$ cat config.mk
export PLATFORM = sky130hd
export DESIGN_NAME = t1_rx_alarm_mon
export DESIGN_NICKNAME = d
export VERILOG_FILES = /design/src/rtl/t1am_pkg.sv /design/src/rtl/t1am_sat_cnt.sv /design/src/rtl/t1am_line_mon.sv /design/src/rtl/t1am_frame_mon.sv /design/src/rtl/t1am_oof_mon.sv /design/src/rtl/t1_rx_alarm_mon.sv
export SDC_FILE = /design/constraint.sdc
export NUM_CORES = 1
export LEC_CHECK = 0
export BUFFER_PORTS_ARGS = -buffer_cell sky130_fd_sc_hd__buf_2
export CAP_MARGIN = 40
export CORE_ASPECT_RATIO = 1.5
export CORE_MARGIN = 3
export CORE_UTILIZATION = 45
export DETAILED_ROUTE_END_ITERATION = 12
export PLACE_DENSITY = 0.7
export SYNTH_ARGS = -nofsm -noshare
export SYNTH_HDL_FRONTEND = slang
export SYNTH_SLANG_ARGS = --single-unit
$ cat constraint.sdc
create_clock -name clk -period 2.9 [get_ports clk]
set_clock_uncertainty 0.05 [all_clocks]
set_input_delay 0.58 -clock clk [delete_from_list [all_inputs] [get_ports clk]]
set_output_delay 0.58 -clock clk [all_outputs]
set_load 0.005 [all_outputs]
$ cat src/rtl/t1am_pkg.sv
// Shared layout of the status vector for the T1 receive alarm monitor.
// Assumes: status bits below ST_NDIR are sticky alarm bits, the rest are
// level bits driven from counter saturation.
package t1am_pkg;
    localparam int ST_W    = 8;
    localparam int ST_CL   = 0;   // carrier loss
    localparam int ST_BLUE = 1;   // alarm indication signal
    localparam int ST_YEL  = 2;   // remote yellow
    localparam int ST_FERR = 3;   // framing bit error
    localparam int ST_OOF  = 4;   // out of frame
    localparam int ST_LOS  = 5;   // loss of sync
    localparam int ST_BVS  = 6;   // violation count saturated
    localparam int ST_ECS  = 7;   // error count saturated
    localparam int ST_NDIR = 6;   // number of sticky alarm bits
endpackage

$ cat src/rtl/t1am_sat_cnt.sv
// Saturating event counter with host load.
// Assumes: a load takes priority over an increment in the same cycle.
module t1am_sat_cnt #(
    parameter int W = 8
) (
    input  logic         clk,
    input  logic         rst_n,
    input  logic         inc,
    input  logic         wr,
    input  logic [W-1:0] wr_val,
    output logic [W-1:0] cnt,
    output logic         full
);
    assign full = &cnt;

    // Load, count up, or hold at all ones.
    always_ff @(posedge clk) begin
        if (!rst_n)
            cnt <= '0;
        else if (wr)
            cnt <= wr_val;
        else if (inc && !full)
            cnt <= cnt + 1'b1;
    end
endmodule

$ cat src/rtl/t1am_line_mon.sv
// Carrier loss detector: counts line bits with no mark on either rail.
// Assumes: bit_en qualifies rpos/rneg; idle cycles neither count nor reset.
module t1am_line_mon #(
    parameter int CL_ZEROS = 32
) (
    input  logic clk,
    input  logic rst_n,
    input  logic bit_en,
    input  logic rpos,
    input  logic rneg,
    output logic cl_now
);
    localparam int CW = $clog2(CL_ZEROS + 1);
    localparam logic [CW-1:0] CL_V = CW'(CL_ZEROS);

    logic [CW-1:0] zrun;

    // Length of the current space run, held at the threshold.
    always_ff @(posedge clk) begin
        if (!rst_n)
            zrun <= '0;
        else if (bit_en) begin
            if (rpos || rneg)
                zrun <= '0;
            else if (zrun != CL_V)
                zrun <= zrun + 1'b1;
        end
    end

    assign cl_now = (zrun == CL_V);
endmodule

$ cat src/rtl/t1am_frame_mon.sv
// Per-frame alarm detection: blue (too few zeros over two frames) and
// yellow (second channel bit low everywhere, or the frame-12 S-bit).
// Assumes: a framing bit closes the frame made of the bits before it, and
// the first framing bit after reset closes a partial frame.
module t1am_frame_mon #(
    parameter int BLUE_MAX_Z = 2,
    parameter int YBIT       = 1
) (
    input  logic       clk,
    input  logic       rst_n,
    input  logic       bit_en,
    input  logic       fbit,
    input  logic       rdat,
    input  logic [2:0] chan_bit,
    input  logic       s12,
    input  logic       yel_mode,
    output logic       blue_now,
    output logic       yel_now
);
    localparam int ZW = $clog2(BLUE_MAX_Z + 2);
    localparam logic [ZW-1:0] ZMAX = ZW'(BLUE_MAX_Z + 1);

    logic [ZW-1:0] cur_z, prev_z;
    logic [ZW:0]   zsum;
    logic [1:0]    nfr;
    logic          b2_one, yb_q, ys_q;

    assign zsum = {1'b0, prev_z} + {1'b0, cur_z};

    // Zero counting, frame closing and alarm evaluation.
    always_ff @(posedge clk) begin
        if (!rst_n) begin
            cur_z    <= '0;
            prev_z   <= '0;
            nfr      <= '0;
            b2_one   <= 1'b0;
            blue_now <= 1'b0;
            yb_q     <= 1'b0;
            ys_q     <= 1'b0;
        end else if (bit_en) begin
            if (fbit) begin
                prev_z   <= cur_z;
                cur_z    <= '0;
                nfr      <= (nfr == 2'd3) ? nfr : nfr + 1'b1;
                blue_now <= (nfr >= 2'd2) && (zsum <= (ZW+1)'(BLUE_MAX_Z));
                yb_q     <= (nfr != 2'd0) && !b2_one;
                b2_one   <= 1'b0;
                if (s12)
                    ys_q <= rdat;
            end else begin
                if (!rdat && cur_z != ZMAX)
                    cur_z <= cur_z + 1'b1;
                if (rdat && chan_bit == 3'(YBIT))
                    b2_one <= 1'b1;
            end
        end
    end

    assign yel_now = yel_mode ? ys_q : yb_q;
endmodule

$ cat src/rtl/t1am_oof_mon.sv
// Out-of-frame detector over a sliding window of framing-bit check results.
// Assumes: sync_found empties the history so a new alignment starts clean.
module t1am_oof_mon #(
    parameter int HIST     = 5,
    parameter int OOF_ERRS = 2
) (
    input  logic clk,
    input  logic rst_n,
    input  logic fb_chk,
    input  logic fb_err,
    input  logic win_long,
    input  logic sync_found,
    output logic oof_now
);
    logic [HIST-1:0] hist;

    // Shift in one result per checked framing bit.
    always_ff @(posedge clk) begin
        if (!rst_n || sync_found)
            hist <= '0;
        else if (fb_chk)
            hist <= {hist[HIST-2:0], fb_err};
    end

    // Error threshold over the long or the short window.
    always_comb begin
        if (win_long)
            oof_now = ($countones(hist) >= OOF_ERRS);
        else
            oof_now = ($countones(hist[HIST-2:0]) >= OOF_ERRS);
    end
endmodule

$ cat src/rtl/t1_rx_alarm_mon.sv
// T1 receive alarm and interrupt monitor: combines line, frame and
// out-of-frame detectors into sticky status, saturating counters and a
// masked interrupt.
// Assumes: host strobes are one cycle wide and synchronous to clk.
module t1_rx_alarm_mon
    import t1am_pkg::*;
#(
    parameter int CL_ZEROS   = 32,
    parameter int BLUE_MAX_Z = 2,
    parameter int OOF_HIST   = 5,
    parameter int BV_W       = 8,
    parameter int EC_W       = 4
) (
    input  logic            clk,
    input  logic            rst_n,
    input  logic            bit_en,
    input  logic            rpos,
    input  logic            rneg,
    input  logic            rdat,
    input  logic            fbit,
    input  logic [2:0]      chan_bit,
    input  logic            s12,
    input  logic            yel_mode,
    input  logic            fb_chk,
    input  logic            fb_err,
    input  logic            oof_win5,
    input  logic            auto_resync,
    input  logic            sync_found,
    input  logic            bpv,
    input  logic            st_rd,
    input  logic            st_burst,
    input  logic            bvc_wr,
    input  logic            fec_wr,
    input  logic            ofc_wr,
    input  logic [BV_W-1:0] wr_data,
    input  logic [ST_W-1:0] mask,
    output logic [ST_W-1:0] status,
    output logic [BV_W-1:0] bvc,
    output logic [EC_W-1:0] fec,
    output logic [EC_W-1:0] ofc,
    output logic            irq
);
    logic cl_now, blue_now, yel_now, oof_now;
    logic oof_d, los, rd_clr;
    logic bv_full, fe_full, of_full;
    logic [ST_NDIR-1:0] cond, sticky;

    t1am_line_mon #(.CL_ZEROS(CL_ZEROS)) u_line (
        .clk(clk), .rst_n(rst_n), .bit_en(bit_en),
        .rpos(rpos), .rneg(rneg), .cl_now(cl_now)
    );

    t1am_frame_mon #(.BLUE_MAX_Z(BLUE_MAX_Z), .YBIT(1)) u_frame (
        .clk(clk), .rst_n(rst_n), .bit_en(bit_en), .fbit(fbit),
        .rdat(rdat), .chan_bit(chan_bit), .s12(s12), .yel_mode(yel_mode),
        .blue_now(blue_now), .yel_now(yel_now)
    );

    t1am_oof_mon #(.HIST(OOF_HIST), .OOF_ERRS(2)) u_oof (
        .clk(clk), .rst_n(rst_n), .fb_chk(fb_chk), .fb_err(fb_err),
        .win_long(oof_win5), .sync_found(sync_found), .oof_now(oof_now)
    );

    t1am_sat_cnt #(.W(BV_W)) u_bvc (
        .clk(clk), .rst_n(rst_n), .inc(bpv), .wr(bvc_wr),
        .wr_val(wr_data), .cnt(bvc), .full(bv_full)
    );

    t1am_sat_cnt #(.W(EC_W)) u_fec (
        .clk(clk), .rst_n(rst_n), .inc(fb_chk && fb_err), .wr(fec_wr),
        .wr_val(wr_data[EC_W-1:0]), .cnt(fec), .full(fe_full)
    );

    t1am_sat_cnt #(.W(EC_W)) u_ofc (
        .clk(clk), .rst_n(rst_n), .inc(oof_now && !oof_d), .wr(ofc_wr),
        .wr_val(wr_data[EC_W-1:0]), .cnt(ofc), .full(of_full)
    );

    // Out-of-frame edge memory and loss-of-sync flag.
    always_ff @(posedge clk) begin
        if (!rst_n) begin
            oof_d <= 1'b0;
            los   <= 1'b0;
        end else begin
            oof_d <= oof_now;
            if (sync_found)
                los <= 1'b0;
            else if (auto_resync && (oof_now || cl_now))
                los <= 1'b1;
        end
    end

    always_comb begin
        cond          = '0;
        cond[ST_CL]   = cl_now;
        cond[ST_BLUE] = blue_now;
        cond[ST_YEL]  = yel_now;
        cond[ST_FERR] = fb_chk && fb_err;
        cond[ST_OOF]  = oof_now;
        cond[ST_LOS]  = los;
    end

    assign rd_clr = st_rd && !st_burst;

    // Sticky alarm bits: set by the condition, cleared by a plain read.
    always_ff @(posedge clk) begin
        if (!rst_n)
            sticky <= '0;
        else
            sticky <= cond | (sticky & {ST_NDIR{!rd_clr}});
    end

    // Assemble status; saturation bits follow the counters directly.
    always_comb begin
        status               = '0;
        status[ST_NDIR-1:0]  = sticky;
        status[ST_BVS]       = bv_full;
        status[ST_ECS]       = fe_full || of_full;
    end

    assign irq = |(status & mask);
endmodule

---- Yosys cells after proc, flatten, opt, wreduce, memory -nomap -nowiden ----
Index checks and enable logic that the tools add are counted.
word-level totals
  register bits after elaboration ......... 45
  input bits .............................. 39
  logic and storage cells ................. 96
cells by class
  add/sub/neg operators ................... 11
  order comparisons ....................... 4
  eq/ne operators ......................... 5
  mux-type cells .......................... 14
  bitwise gates (word level) .............. 5
  reduce and logical (&&, ||, !) cells .... 42
operators with widths
  operator                                                             number
  greater-or-equal comparator 32 x 3 -> 1 bit (second input constant)  2
  adder 32 x 1 -> 32 bit                                               1
  adder 32 bit                                                         1
  2-to-1 mux 4 bit                                                     4
  2-to-1 mux 8 bit                                                     2
  nonzero test 2 bit                                                   7
  2-to-1 mux 6 bit                                                     2
  logical AND 1 bit                                                    11
  zero test 1 bit                                                      9
  adder 4 x 1 -> 4 bit (second input constant)                         2
  adder 8 x 1 -> 8 bit (second input constant)                         1
  bitwise AND 8 bit                                                    1
  AND reduction 2 bit                                                  4
  AND reduction 4 bit                                                  2
  AND reduction 8 bit                                                  1
  OR reduction 8 bit                                                   1
  adder 6 x 1 -> 6 bit (second input constant)                         1
  bitwise AND 6 bit                                                    1
  == test 6 bit (second input constant)                                1
  inequality test 6 bit (second input constant)                        1
  OR 6 bit                                                             1
  AND reduction 3 bit                                                  2
  adder 1 x 1 -> 2 bit                                                 2
  adder 2 x 1 -> 2 bit (second input constant)                         2
  11 further kinds                                                     19

---- Depth between registers and ports, before layout ----
Gate-level depths: netlist (run 1).
  depth in word-level cells ............... 9
  mapped depth ............................ 11
  mapped depth without buffers ............ 11

---- Modules after synthesis ----
Synthesis (run 1) repeated with hierarchy kept, for this count alone.
second synthesis, totals
  cells, all modules ...................... 278
  area, all modules ....................... 2,501.1 um^2
modules (own cells, without submodules)
  module                    times used  cells each  area an instance (um^2)  seq. area each (um^2)
  t1am_sat_cnt (u_bvc)      1           64          544.3                    160.2
  t1am_frame_mon            1           54          528.0                    200.2
  t1am_sat_cnt (u_fec ...)  2           27          227.7                    80.1
  t1am_line_mon             1           42          345.3                    120.1
  t1_rx_alarm_mon           1           34          327.8                    160.2
  t1am_oof_mon              1           30          300.3                    100.1

---- Worst setup path after synthesis (run 1) ----
OpenSTA, ideal clock, no wires.
  path type ............................... register -> register
  start ................................... register u_oof.hist[0]
  end ..................................... register u_ofc.cnt[3]
  arrival ................................. 2.585 ns
  required time ........................... 2.725 ns
  slack ................................... 0.140 ns
  cell stages (with the launch flop) ...... 12
  buffers on the path ..................... 0
  path through ............................ dfxtp_1 -> ha_1 -> ha_1 -> inv_1 -> fa_1 -> inv_1 -> ha_1 -> nand2b_4 -> a2111oi_4 -> nor4b_4 -> a211oi_1 -> nor3_2
between the ends
  cells in the longest elaborated chain, start to end .. 8
RTL lines
  item                                          RTL line                                source
  start: declaration                            t1am_oof_mon.sv:15                      logic [HIST-1:0] hist;
  start signal: assignment                      t1am_oof_mon.sv:22                      hist <= {hist[HIST-2:0], fb_err};
  adder 1 x 1 -> 2 bit (*)                      t1am_oof_mon.sv:28, t1am_oof_mon.sv:30
  adder 32 bit (*)                              t1am_oof_mon.sv:28, t1am_oof_mon.sv:30
  adder 32 x 1 -> 32 bit (implied by the code)  t1am_oof_mon.sv:28                      oof_now = ($countones(hist) >= OOF_ERRS);
  greater-or-equal comparator 32 x 3 -> 1 bit   t1am_oof_mon.sv:28
  2-to-1 mux 1 bit (*)                          t1am_oof_mon.sv:27                      if (win_long)
  logical AND 1 bit (*)                         t1_rx_alarm_mon.sv:75                   .clk(clk), .rst_n(rst_n), .inc(oof_now && !oof_d), .wr(ofc_wr),
  logical AND 1 bit (*)                         t1am_sat_cnt.sv:22                      else if (inc && !full)
  nonzero test 2 bit (no source line) (*)       -
  end signal: assignment                        t1am_sat_cnt.sv:21                      cnt <= wr_val;
  end signal: assignment                        t1am_sat_cnt.sv:23                      cnt <= cnt + 1'b1;
  end: declaration                              t1am_sat_cnt.sv:11                      output logic [W-1:0] cnt,
Every way passes the cells marked *; elsewhere a longest branch is shown, timed or not.
A chain may end at the register's enable or synchronous reset.

---- Final worst setup path (run 1) ----
Ends and elaborated chain as after synthesis.

==> results.cfg, run 1 <==
[run_status]
outcome = finished, final reports clean

[synth]
cell_types_occupying_the_most_area_after_synthesis = sky130_fd_sc_hd__dfxtp_1 (38%), sky130_fd_sc_hd__ha_1 (7.8%), sky130_fd_sc_hd__mux2i_1 (4.2%)
synth-edff-count = 0
synth.lib_cells_used.distinct = 44
synth-seq-cells = 45
post_synth.cell_area_avg_um2 = 8.83
dominant_cell_by_count_in_the_synthesized_netlist = sky130_fd_sc_hd__dfxtp_1
postSynthCellCount = 271
leading_post_synthesis_cells_by_instance_count = sky130_fd_sc_hd__dfxtp_1 (45), sky130_fd_sc_hd__nand2_1 (26), sky130_fd_sc_hd__o21ai_0 (20), sky130_fd_sc_hd__nor2_1 (19), sky130_fd_sc_hd__inv_1 (18)
async_reset_ff_share_pct = 0
synth_area_um2 = 2390
yosys_warnings = 0
synthesis.nets = 327
synth_sequential_area_ratio_pct = 37.7
synthDominantAreaCellType = sky130_fd_sc_hd__dfxtp_1
synth.top_cell.area_share_pct = 37.7
ys_dominant_reg_cell = sky130_fd_sc_hd__dfxtp_1

[sta]
setup-violations-final = 0
slew_headroom_pct = 60.1
post-route-min-period_ns = 2.80
hold_viol = 0
timing.final.crit_share_pct = 96.5
rsz0062_at_grt = true
maxSlewViolCount = 0
worst-slew-pin-transition_ns = 0.598
max_clock_freq_mhz = 357

[pwr]
power.ir.vdd_worst_uv = 320
power_density_nw_per_um2 = 424
leakagePower_uw = 0.00127

[global_routing]
gr-total-overflow = 0
grt_first_pass_wirelength_mm = 8.56
routing_usage_on_met2_pct = 31.9
grtUsageTotal_pct = 17.4
grt.met1_usage_pct = 19.6
maximum_number_of_pins_on_one_net_before_global_route_repair = 39
grt_busiest_layer = met2
grt_pass1_vias = 2010
met3_use_gr_pct = 3.77
grt_antenna_before_repair = 0

[floorplanning]
die-area_um2 = 6250
initial_utilization_pct = 48.2
std_cell_rows = 31
die_x_um = 65.5
fp.coreArea_um2 = 4960
io_pins = 64
floorplan.die.height_um = 95.3

[layout]
fillCellCount = 489
finish.cell_count_without_fillers = 402
final_net_count = 391
postLayoutCoreUtil_pct = 59.2
final_layout_size_suffix_gt1_share_pct = 27.4
num_antenna_cells = 0
area.growth.synth_to_final_pct = 22.9
final-seq-area_um2 = 908
multi_input_comb_area_um2 = 1460

[cts]
clock_insertion_delay_worst_skew_ns = 0.30
cts_tree = built
tritoncts.num_buffers = 5
tritoncts_num_sinks = 45
ctsHtreeMaxLevel = 2
worst_setup_hold_path_clk_slew_ns = 0.09
cts.root.buffer_cell = sky130_fd_sc_hd__clkbuf_8
cts_max_path_buffers = 2

[placed_design]
post-dp-hpwl_mm = 3.90
dp.cells = 392
io_buffers = 63
gp_congestion = 0.823

[detailed_routing]
drt-pass1-iter-count = 6
dr_total_vias = 2110
postRouteAntennaNets = 0
detail_route.wl_per_cell_um = 12.7
drt-vias-per-instance = 5.25
initialDrtViolationCount = 58
route.detailed.drc = 0
overall_routed_net_length_mm = 5.10

[job]
cap_viol_max_count = 0

[setup_path]
cp_data_arrival_time_ns = 2.94
setup.worst_path.class = flop to flop
critical_path_peak_fanout = 4
crit_path_end_kind = flop
worst_setup_path_start_kind = flop
cp_data_required_time_ns = 3.04
reg2reg_setup_slack_ns = 0.10

[worst_hold_path]
hold_path_class = flop to flop
[layout by cell type (no fill, tap or decap), types with 10 or more instances in the layout]
cell type and n:
sky130_fd_sc_hd__buf_2 63, sky130_fd_sc_hd__dfxtp_1 41, sky130_fd_sc_hd__nand2_1 26, sky130_fd_sc_hd__o21ai_0 20, sky130_fd_sc_hd__nor2_1 19, sky130_fd_sc_hd__inv_1 16, sky130_fd_sc_hd__a21oi_1 16, sky130_fd_sc_hd__nand3_1 14
sky130_fd_sc_hd__ha_1 11, sky130_fd_sc_hd__mux2i_1 10
[stage by stage]
stage | total power, uW | area, um2 | TNS, ns | setup slack [ns] | hold WS [ns]
floorplan | 779 | 2390 | 0 | 0.140 | 0.388
detailed placement | 855 | 2760 | -0.0170 | -0.0170 | 0.416
global placement | 852 | 2760 | 0 | 0.0556 | 0.405
global route | 1320 | 2940 | -0.00510 | -0.00510 | 0.459
CTS | 1270 | 2850 | 0 | 0.0146 | 0.428
finish | 1250 | 2940 | 0 | 0.100 | 0.429
[path summary, 6_finish.rpt]
kind | cells past startpoint | end | start
worst max-delay path | 11 | u_ofc.cnt[3] | u_oof.hist[0]
worst min-delay path | 2 | u_frame.prev_z[0] | u_frame.prev_z[0]
worst max register to register | 11 | u_ofc.cnt[3] | u_oof.hist[0]
worst min register to register | 2 | u_frame.prev_z[0] | u_frame.prev_z[0]
[cell families (layout without fill, tap and decap cells)]
family / Yosys count / after routing / synth area share (%)
mux: 10 / 10 / 4.18
compound gates: 63 / 63 / 17.7
simple gates: 97 / 97 / 21.9
xor+xnor: 13 / 13 / 4.76
fa+ha+maj: 17 / 17 / 9.52
flops: 45 / 45 / 37.7
buf+inv: 26 / 91 / 4.29
[area by class of cell]
class / instances / share of cell area (%)
multi-input cells: 200 / 49.5
flip-flops and latches: 45 / 30.9
repair buffers: 65 / 11.2
clock buffers: 6 / 2.81
well taps: 66 / 2.81
inverters: 18 / 2.30
clock inverters: 2 / 0.468
[where the power goes]
part	switching, uW	total (uW)	internal [uW]
Clock	214	408	193
Sequential	28.1	671	643
Combinational	84.6	169	84.1
Total	327	1250	921
[timing repair]
item,in CTS,in global routing
setup endpoints to repair,1,6
hold buffers,0,0
cloned,0,0
resized for setup,0,14
pin swaps,1,9
hold endpoints to repair,0,0
setup buffers,0,2
[critical path, cell delays in order (launching register included)]
cell                        delay, ns
sky130_fd_sc_hd__dfxtp_4         0.36
sky130_fd_sc_hd__ha_4            0.27
sky130_fd_sc_hd__ha_4            0.12
sky130_fd_sc_hd__inv_2           0.03
sky130_fd_sc_hd__fa_1            0.54
sky130_fd_sc_hd__inv_2           0.06
sky130_fd_sc_hd__ha_4            0.20
sky130_fd_sc_hd__nand2b_4        0.15
sky130_fd_sc_hd__a2111oi_4       0.46
sky130_fd_sc_hd__nor4b_4         0.13
sky130_fd_sc_hd__a211oi_2        0.26
sky130_fd_sc_hd__nor3_2          0.07
[state kept, by name, summed over array words and instances (netlist names), 2 cells and up]
signal          count
u_frame.cur_z       2
u_frame.prev_z      2
u_oof.hist          5
u_ofc.cnt           4
sticky              6
u_bvc.cnt           8
u_fec.cnt           4
u_frame.nfr         2
u_line.zrun         6
[per-layer routing]
metal | routed length, um | part of all wire, %
met2 | 2570 | 50
met5 | 0 | 0
met1 | 2180 | 43
met4 | 80 | 1.6
met3 | 263 | 5.2
(Power assumes the default switching activity.)
==> inputs of run 2 (changes only) <==
--- a/config.mk
+++ b/config.mk
@@ -5,13 +5,14 @@
 export SDC_FILE = /design/constraint.sdc
 export NUM_CORES = 1
 export LEC_CHECK = 0
+export ABC_AREA = 1
 export BUFFER_PORTS_ARGS = -buffer_cell sky130_fd_sc_hd__buf_2
 export CAP_MARGIN = 40
 export CORE_ASPECT_RATIO = 1.5
 export CORE_MARGIN = 3
 export CORE_UTILIZATION = 45
 export DETAILED_ROUTE_END_ITERATION = 12
-export PLACE_DENSITY = 0.7
+export PLACE_DENSITY = 0.69
 export SYNTH_ARGS = -nofsm -noshare
 export SYNTH_HDL_FRONTEND = slang
 export SYNTH_SLANG_ARGS = --single-unit
==> results.cfg, run 2 <==
[run_status]
outcome = finished, final reports clean

[detailed_routing]
dr_total_vias = 2490
overall_routed_net_length_mm = 5.96
drt-pass1-iter-count = 4
route.detailed.drc = 0
initialDrtViolationCount = 170
drt-vias-per-instance = 5.05
detail_route.wl_per_cell_um = 12.1
postRouteAntennaNets = 0

[sta]
maxSlewViolCount = 0
hold_viol = 0
holdWs_ns = 0.414
max_clock_freq_mhz = 405
totalNegativeSetupSlack_ns = 0
setup-violations-final = 0
worst-slew-pin-transition_ns = 0.501
rsz0062_at_grt = false
timing.final.crit_share_pct = 85.1
post-route-min-period_ns = 2.47
slew_headroom_pct = 66.6

[layout]
final-seq-area_um2 = 901
biggestRegsByFlops = u_bvc.cnt (8), sticky (6), u_line.zrun (6)
mostFrequentLayoutCell = sky130_fd_sc_hd__nand2_1
fillCellCount = 538
final_layout_size_suffix_gt1_share_pct = 18.8
num_antenna_cells = 0
multi_input_comb_area_um2 = 1370
area.growth.synth_to_final_pct = 20.3
layout_common_cells = sky130_fd_sc_hd__nand2_1 (102), sky130_fd_sc_hd__buf_2 (63), sky130_fd_sc_hd__dfxtp_1 (45), sky130_fd_sc_hd__a21oi_1 (42), sky130_fd_sc_hd__inv_1 (40)
top_register = u_bvc.cnt
largest_register_ffs = 8
final_net_count = 480

[placed_design]
io_buffers = 63
post-dp-hpwl_mm = 4.66
gp_congestion = 0.811

[cts]
cts_setup_buffers = 0
cts.root.buffer_cell = sky130_fd_sc_hd__clkbuf_8
cts_tree = built
cts_repair_resize_count = 0
ctsHtreeMaxLevel = 2
tritoncts_num_sinks = 45
tritoncts.num_buffers = 5
worst_setup_hold_path_clk_slew_ns = 0.09
holdBufCountCts = 0
clock_insertion_delay_worst_skew_ns = 0.29
cts_max_path_buffers = 2

[floorplanning]
floorplan.die.height_um = 96.7
initial_utilization_pct = 47.4
io_pins = 64
std_cell_rows = 32
fp.coreArea_um2 = 5200
die-area_um2 = 6430
die_x_um = 66.5

[synth]
synth.lib_cells_used.distinct = 33
cell_types_occupying_the_most_area_after_synthesis = sky130_fd_sc_hd__dfxtp_1 (36%), sky130_fd_sc_hd__nand2_1 (16%), sky130_fd_sc_hd__a21oi_1 (8.5%)
post_synth.cell_area_avg_um2 = 6.84
yosys_warnings = 0
postSynthCellCount = 361
synth_area_um2 = 2470
async_reset_ff_share_pct = 0
leading_post_synthesis_cells_by_instance_count = sky130_fd_sc_hd__nand2_1 (102), sky130_fd_sc_hd__dfxtp_1 (45), sky130_fd_sc_hd__a21oi_1 (42), sky130_fd_sc_hd__inv_1 (40), sky130_fd_sc_hd__nor2_1 (33)
synth-seq-cells = 45
synth.top_cell.area_share_pct = 36.5
synth_sequential_area_ratio_pct = 36.5
synthesis.nets = 417
synth-edff-count = 0
synthDominantAreaCellType = sky130_fd_sc_hd__dfxtp_1
ys_dominant_reg_cell = sky130_fd_sc_hd__dfxtp_1
dominant_cell_by_count_in_the_synthesized_netlist = sky130_fd_sc_hd__nand2_1

[job]
cap_viol_max_count = 0

[worst_hold_path]
hold_path_class = flop to flop

[pwr]
p_int_uw = 1060
leakagePower_uw = 0.00142
netSwitchingPower_uw = 342
power_density_nw_per_um2 = 472
p_seq_share_pct = 48.0
logic_gate_share_of_total_power_pct = 12.4
swShare_pct = 24.4
power.share.clock_pct = 39.6
power.ir.vdd_worst_uv = 415

[setup_path]
crit_path_end_kind = flop
critical_path_peak_fanout = 5
setup.worst_path.class = flop to flop
cp_data_required_time_ns = 3.01
cp_data_arrival_time_ns = 2.58
worst_setup_path_start_kind = flop

[global_routing]
grt_first_pass_wirelength_mm = 10.2
grt_pass1_vias = 2375
maximum_number_of_pins_on_one_net_before_global_route_repair = 27
grtUsageTotal_pct = 19.7
gr-total-overflow = 0
grt_antenna_before_repair = 0
## run 2: changes by cell type after synthesis, sizes merged, moves of 7 or more
cell    previous run  this run
nor2              19        34
a21boi             8         0
nand2             26       105
xnor2              9         2
a21oi             16        42
nand3             14        23
inv               18        44
nor2b              9         0
mux2i             10         1
## run 2: cell type report
class | count | area share (%)
inverters | 45 | 5.69
clock inverters | 3 | 2.19
repair buffers | 63 | 10.6
flip-flops and latches | 45 | 30.3
clock buffers | 5 | 2.32
well taps | 68 | 2.87
multi-input cells | 264 | 46.0
## run 2: cell families (layout without fill, tap and decap cells)
kind of cell | count (synthesis) | after routing | share of synthesized area (%)
compound gates | 70 | 70 | 15.0
flops | 45 | 45 | 36.5
fa+ha+maj | 17 | 17 | 9.22
simple gates | 172 | 172 | 29.3
xor+xnor | 4 | 4 | 1.42
buf+inv | 52 | 116 | 8.21
mux | 1 | 1 | 0.405
## run 2: critical path: stages, from the launching register on
cell                      delay, ns
sky130_fd_sc_hd__dfxtp_1       0.34
sky130_fd_sc_hd__ha_1          0.29
sky130_fd_sc_hd__ha_1          0.13
sky130_fd_sc_hd__inv_1         0.05
sky130_fd_sc_hd__fa_1          0.49
sky130_fd_sc_hd__inv_1         0.06
sky130_fd_sc_hd__ha_1          0.28
sky130_fd_sc_hd__inv_1         0.05
sky130_fd_sc_hd__nand2_1       0.05
sky130_fd_sc_hd__nand2_1       0.05
sky130_fd_sc_hd__nand2_1       0.08
sky130_fd_sc_hd__nand2_1       0.15
sky130_fd_sc_hd__nand2_1       0.14
sky130_fd_sc_hd__nand2_1       0.08
sky130_fd_sc_hd__a21oi_1       0.05
## run 2: routing by layer
metal  track usage [%]  vias up  share of wire (%)
met2              33.9       62                 51
met3              3.72        9                5.3
met1              23.6     1123                 41
met4              7.04        0                2.0
li1                  -     1296                  -
met5                 0        -                  0
## run 2: worst paths after layout
path / start / end / slack [ns] / cells past startpoint
setup reg to reg: u_oof.hist[2] / u_ofc.cnt[2] / 0.43 / 14
setup / recovery: u_oof.hist[2] / u_ofc.cnt[2] / 0.43 / 14
hold / removal: u_frame.ys_q / u_frame.ys_q / 0.41 / 2
hold reg to reg: u_frame.ys_q / u_frame.ys_q / 0.41 / 2
## run 2: power by group through the flow
stage	combinational [uW]	clock [uW]	sequential [uW]
final	173	555	673
after detailed placement	174	0	687
after global routing	200	586	677
after floorplan	101	0	681
after CTS	176	569	672
after global placement	170	0	687
## run 2: stage by stage
step | instances | worst slack, ns | utilization (%) | area (um2) | total power (uW)
final | 493 | 0.433 | 57.0 | 2970 | 1400
after global routing | 493 | 0.225 | 57.0 | 2970 | 1460
after CTS | 493 | 0.434 | 57.0 | 2970 | 1420
after detailed placement | 485 | 0.458 | 54.5 | 2840 | 861
after global placement | 485 | 0.535 | 54.5 | 2840 | 857
after floorplan | 361 | 0.650 | - | 2470 | 782
==> inputs of run 3 (changes only) <==
--- a/config.mk
+++ b/config.mk
@@ -12,7 +12,8 @@
 export CORE_MARGIN = 3
 export CORE_UTILIZATION = 45
 export DETAILED_ROUTE_END_ITERATION = 12
-export PLACE_DENSITY = 0.69
+export GPL_TIMING_DRIVEN = 0
+export PLACE_DENSITY = 0.67
 export SYNTH_ARGS = -nofsm -noshare
 export SYNTH_HDL_FRONTEND = slang
 export SYNTH_SLANG_ARGS = --single-unit
==> constraint.sdc (replaced) <==
create_clock -name clk -period 2.5 [get_ports clk]
set_clock_uncertainty 0.05 [all_clocks]
set_input_delay 0.5 -clock clk [delete_from_list [all_inputs] [get_ports clk]]
set_output_delay 0.5 -clock clk [all_outputs]
set_load 0.005 [all_outputs]
==> results.cfg, run 3 (synthesis results as in run 2) <==
[cts]
cts.root.buffer_cell = sky130_fd_sc_hd__clkbuf_8
cts_tree = built
worst_setup_hold_path_clk_slew_ns = 0.08
tritoncts.num_buffers = 5
clock_insertion_delay_worst_skew_ns = 0.29
cts_max_path_buffers = 2
tritoncts_num_sinks = 45
ctsHtreeMaxLevel = 2

[detailed_routing]
drt-vias-per-instance = 5.02
route.detailed.drc = 0
postRouteAntennaNets = 0
dr_total_vias = 2521
initialDrtViolationCount = 87
detail_route.wl_per_cell_um = 11.9
drt-pass1-iter-count = 4
overall_routed_net_length_mm = 5.99

[setup_path]
endpoint_of_the_worst_setup_timing_path = u_ofc.cnt[2]
crit_path_end_kind = flop
critical_path_peak_fanout = 5
largest_stage_delay_worst_path_ns = 0.53
reg2regPathDepth = 14
crit_cells = 14
cp_data_arrival_time_ns = 2.45
r2r_path_end = u_ofc.cnt[2]
crit_family = adder cells
cp_num_buf_inv = 3
path_cells = ha_4 -> ha_1 -> inv_1 -> fa_1 -> inv_2 -> ha_4 -> inv_1 -> nand2_1 -> nand2_1 -> nand2_2 -> nand2_4 -> nand2_4 -> nand2_2 -> a21oi_1
critical-path-slowest-cell = sky130_fd_sc_hd__fa_1
setup.worst_path.class = flop to flop
worstReg2RegStart = u_oof.hist[1]
worst_setup_path_start_kind = flop
cp_data_required_time_ns = 2.61
cp-startpoint = u_oof.hist[1]
reg2reg_setup_slack_ns = 0.16

[layout]
finish.cell_count_without_fillers = 502
final_area_um2 = 3070
postLayoutCoreUtil_pct = 59.0
largest_register_ffs = 8
top_register = u_bvc.cnt
num_antenna_cells = 0
final_net_count = 489
final_layout_size_suffix_gt1_share_pct = 22.8
mostFrequentLayoutCell = sky130_fd_sc_hd__nand2_1
area.growth.synth_to_final_pct = 24.4
layout_common_cells = sky130_fd_sc_hd__nand2_1 (96), sky130_fd_sc_hd__buf_2 (65), sky130_fd_sc_hd__a21oi_1 (42), sky130_fd_sc_hd__dfxtp_1 (41), sky130_fd_sc_hd__inv_1 (39)
biggestRegsByFlops = u_bvc.cnt (8), sticky (6), u_line.zrun (6)

[global_routing]
grtUsageTotal_pct = 19.8
grt_antenna_before_repair = 0
maximum_number_of_pins_on_one_net_before_global_route_repair = 14
gr-total-overflow = 0
grt_pass1_vias = 2401
grt_first_pass_wirelength_mm = 10.2

[sta]
slew_headroom_pct = 65.9
max_clock_freq_mhz = 428
maxSlewViolCount = 0
setup-violations-final = 0
post-route-min-period_ns = 2.34
rsz0062_at_grt = false
timing.final.crit_share_pct = 93.5
hold_viol = 0
totalNegativeSetupSlack_ns = 0
worst-slew-pin-transition_ns = 0.512

[worst_hold_path]
hold_path_class = flop to flop

[pwr]
power_density_nw_per_um2 = 506
total_power_uw = 1550
leakagePower_uw = 0.00144
power.ir.vdd_worst_uv = 352

[run_status]
outcome = finished, final reports clean

[floorplanning]
std_cell_rows = 32
initial_utilization_pct = 47.4
io_pins = 64
fp.coreArea_um2 = 5200
die_x_um = 66.5
die-area_um2 = 6430
floorplan.die.height_um = 96.7

[placed_design]
io_buffers = 62
post-dp-hpwl_mm = 4.63
placedInstanceArea_um2 = 2860
dp.cells = 491
gp_congestion = 0.799

[job]
cap_viol_max_count = 0
## run 3: worst min path at each step
| stage | startpoint | end | slack (ns) | cells after the start |
|---|---|---|---|---|
| global route | u_frame.ys_q | u_frame.ys_q | 0.44 | 2 |
| floorplan | u_frame.ys_q | u_frame.ys_q | 0.38 | 2 |
| global placement | u_frame.ys_q | u_frame.ys_q | 0.39 | 2 |
| CTS | u_frame.ys_q | u_frame.ys_q | 0.41 | 2 |
| finish | u_frame.ys_q | u_frame.ys_q | 0.41 | 2 |
| detailed placement | u_frame.ys_q | u_frame.ys_q | 0.40 | 2 |
## run 3: what timing repair did
action | in CTS | in global routing
pin swaps | 0 | 5
hold buffers | 0 | 0
gates resized for setup | 1 | 15
setup buffers | 0 | 3
endpoints found under the setup margin | 4 | 5
## run 3: worst reg2reg max path: cells and delay by family (launching register included)
kind	cells	cell delay [ns]
simple gates	6	0.46
fa+ha+maj	4	1.14
flops	1	0.34
compound gates	1	0.05
buf+inv	3	0.15
## run 3: layer usage
metal / part of all wire [%] / track usage [%] / routed length [um]
met3: 5.0 / 2.67 / 301
met4: 1.8 / 7.82 / 110
met5: 0 / 0 / 0
met1: 42 / 23.7 / 2490
met2: 52 / 34.7 / 3090
## run 3: per-stage QoR
stage	worst slack, ns	hold slack [ns]
detailed placement	-0.00697	0.399
floorplan	0.250	0.380
CTS	0.0243	0.411
global route	0.0119	0.440
finish	0.163	0.406
global placement	0.0265	0.394
## run 3: layout make-up
cell class                      instances  area [um2]
Fill cell                             545        2130
Multi-Input combinational cell        264        1430
Sequential cell                        45         906
Timing Repair Buffer                   65         333
Inverter                               45         169
Clock buffer                            7        86.3
Tap cell                               68        85.1
Buffer                                  7        33.8
Clock inverter                          1        30.0
## run 3: power breakdown
part / internal, uW / switching (uW) / total, uW / leakage [uW]
Combinational: 88.9 / 121 / 210 / 0.00101
Sequential: 747 / 31.6 / 779 / 0.000370
Clock: 326 / 238 / 564 / 0.0000585
Total: 1160 / 391 / 1550 / 0.00144
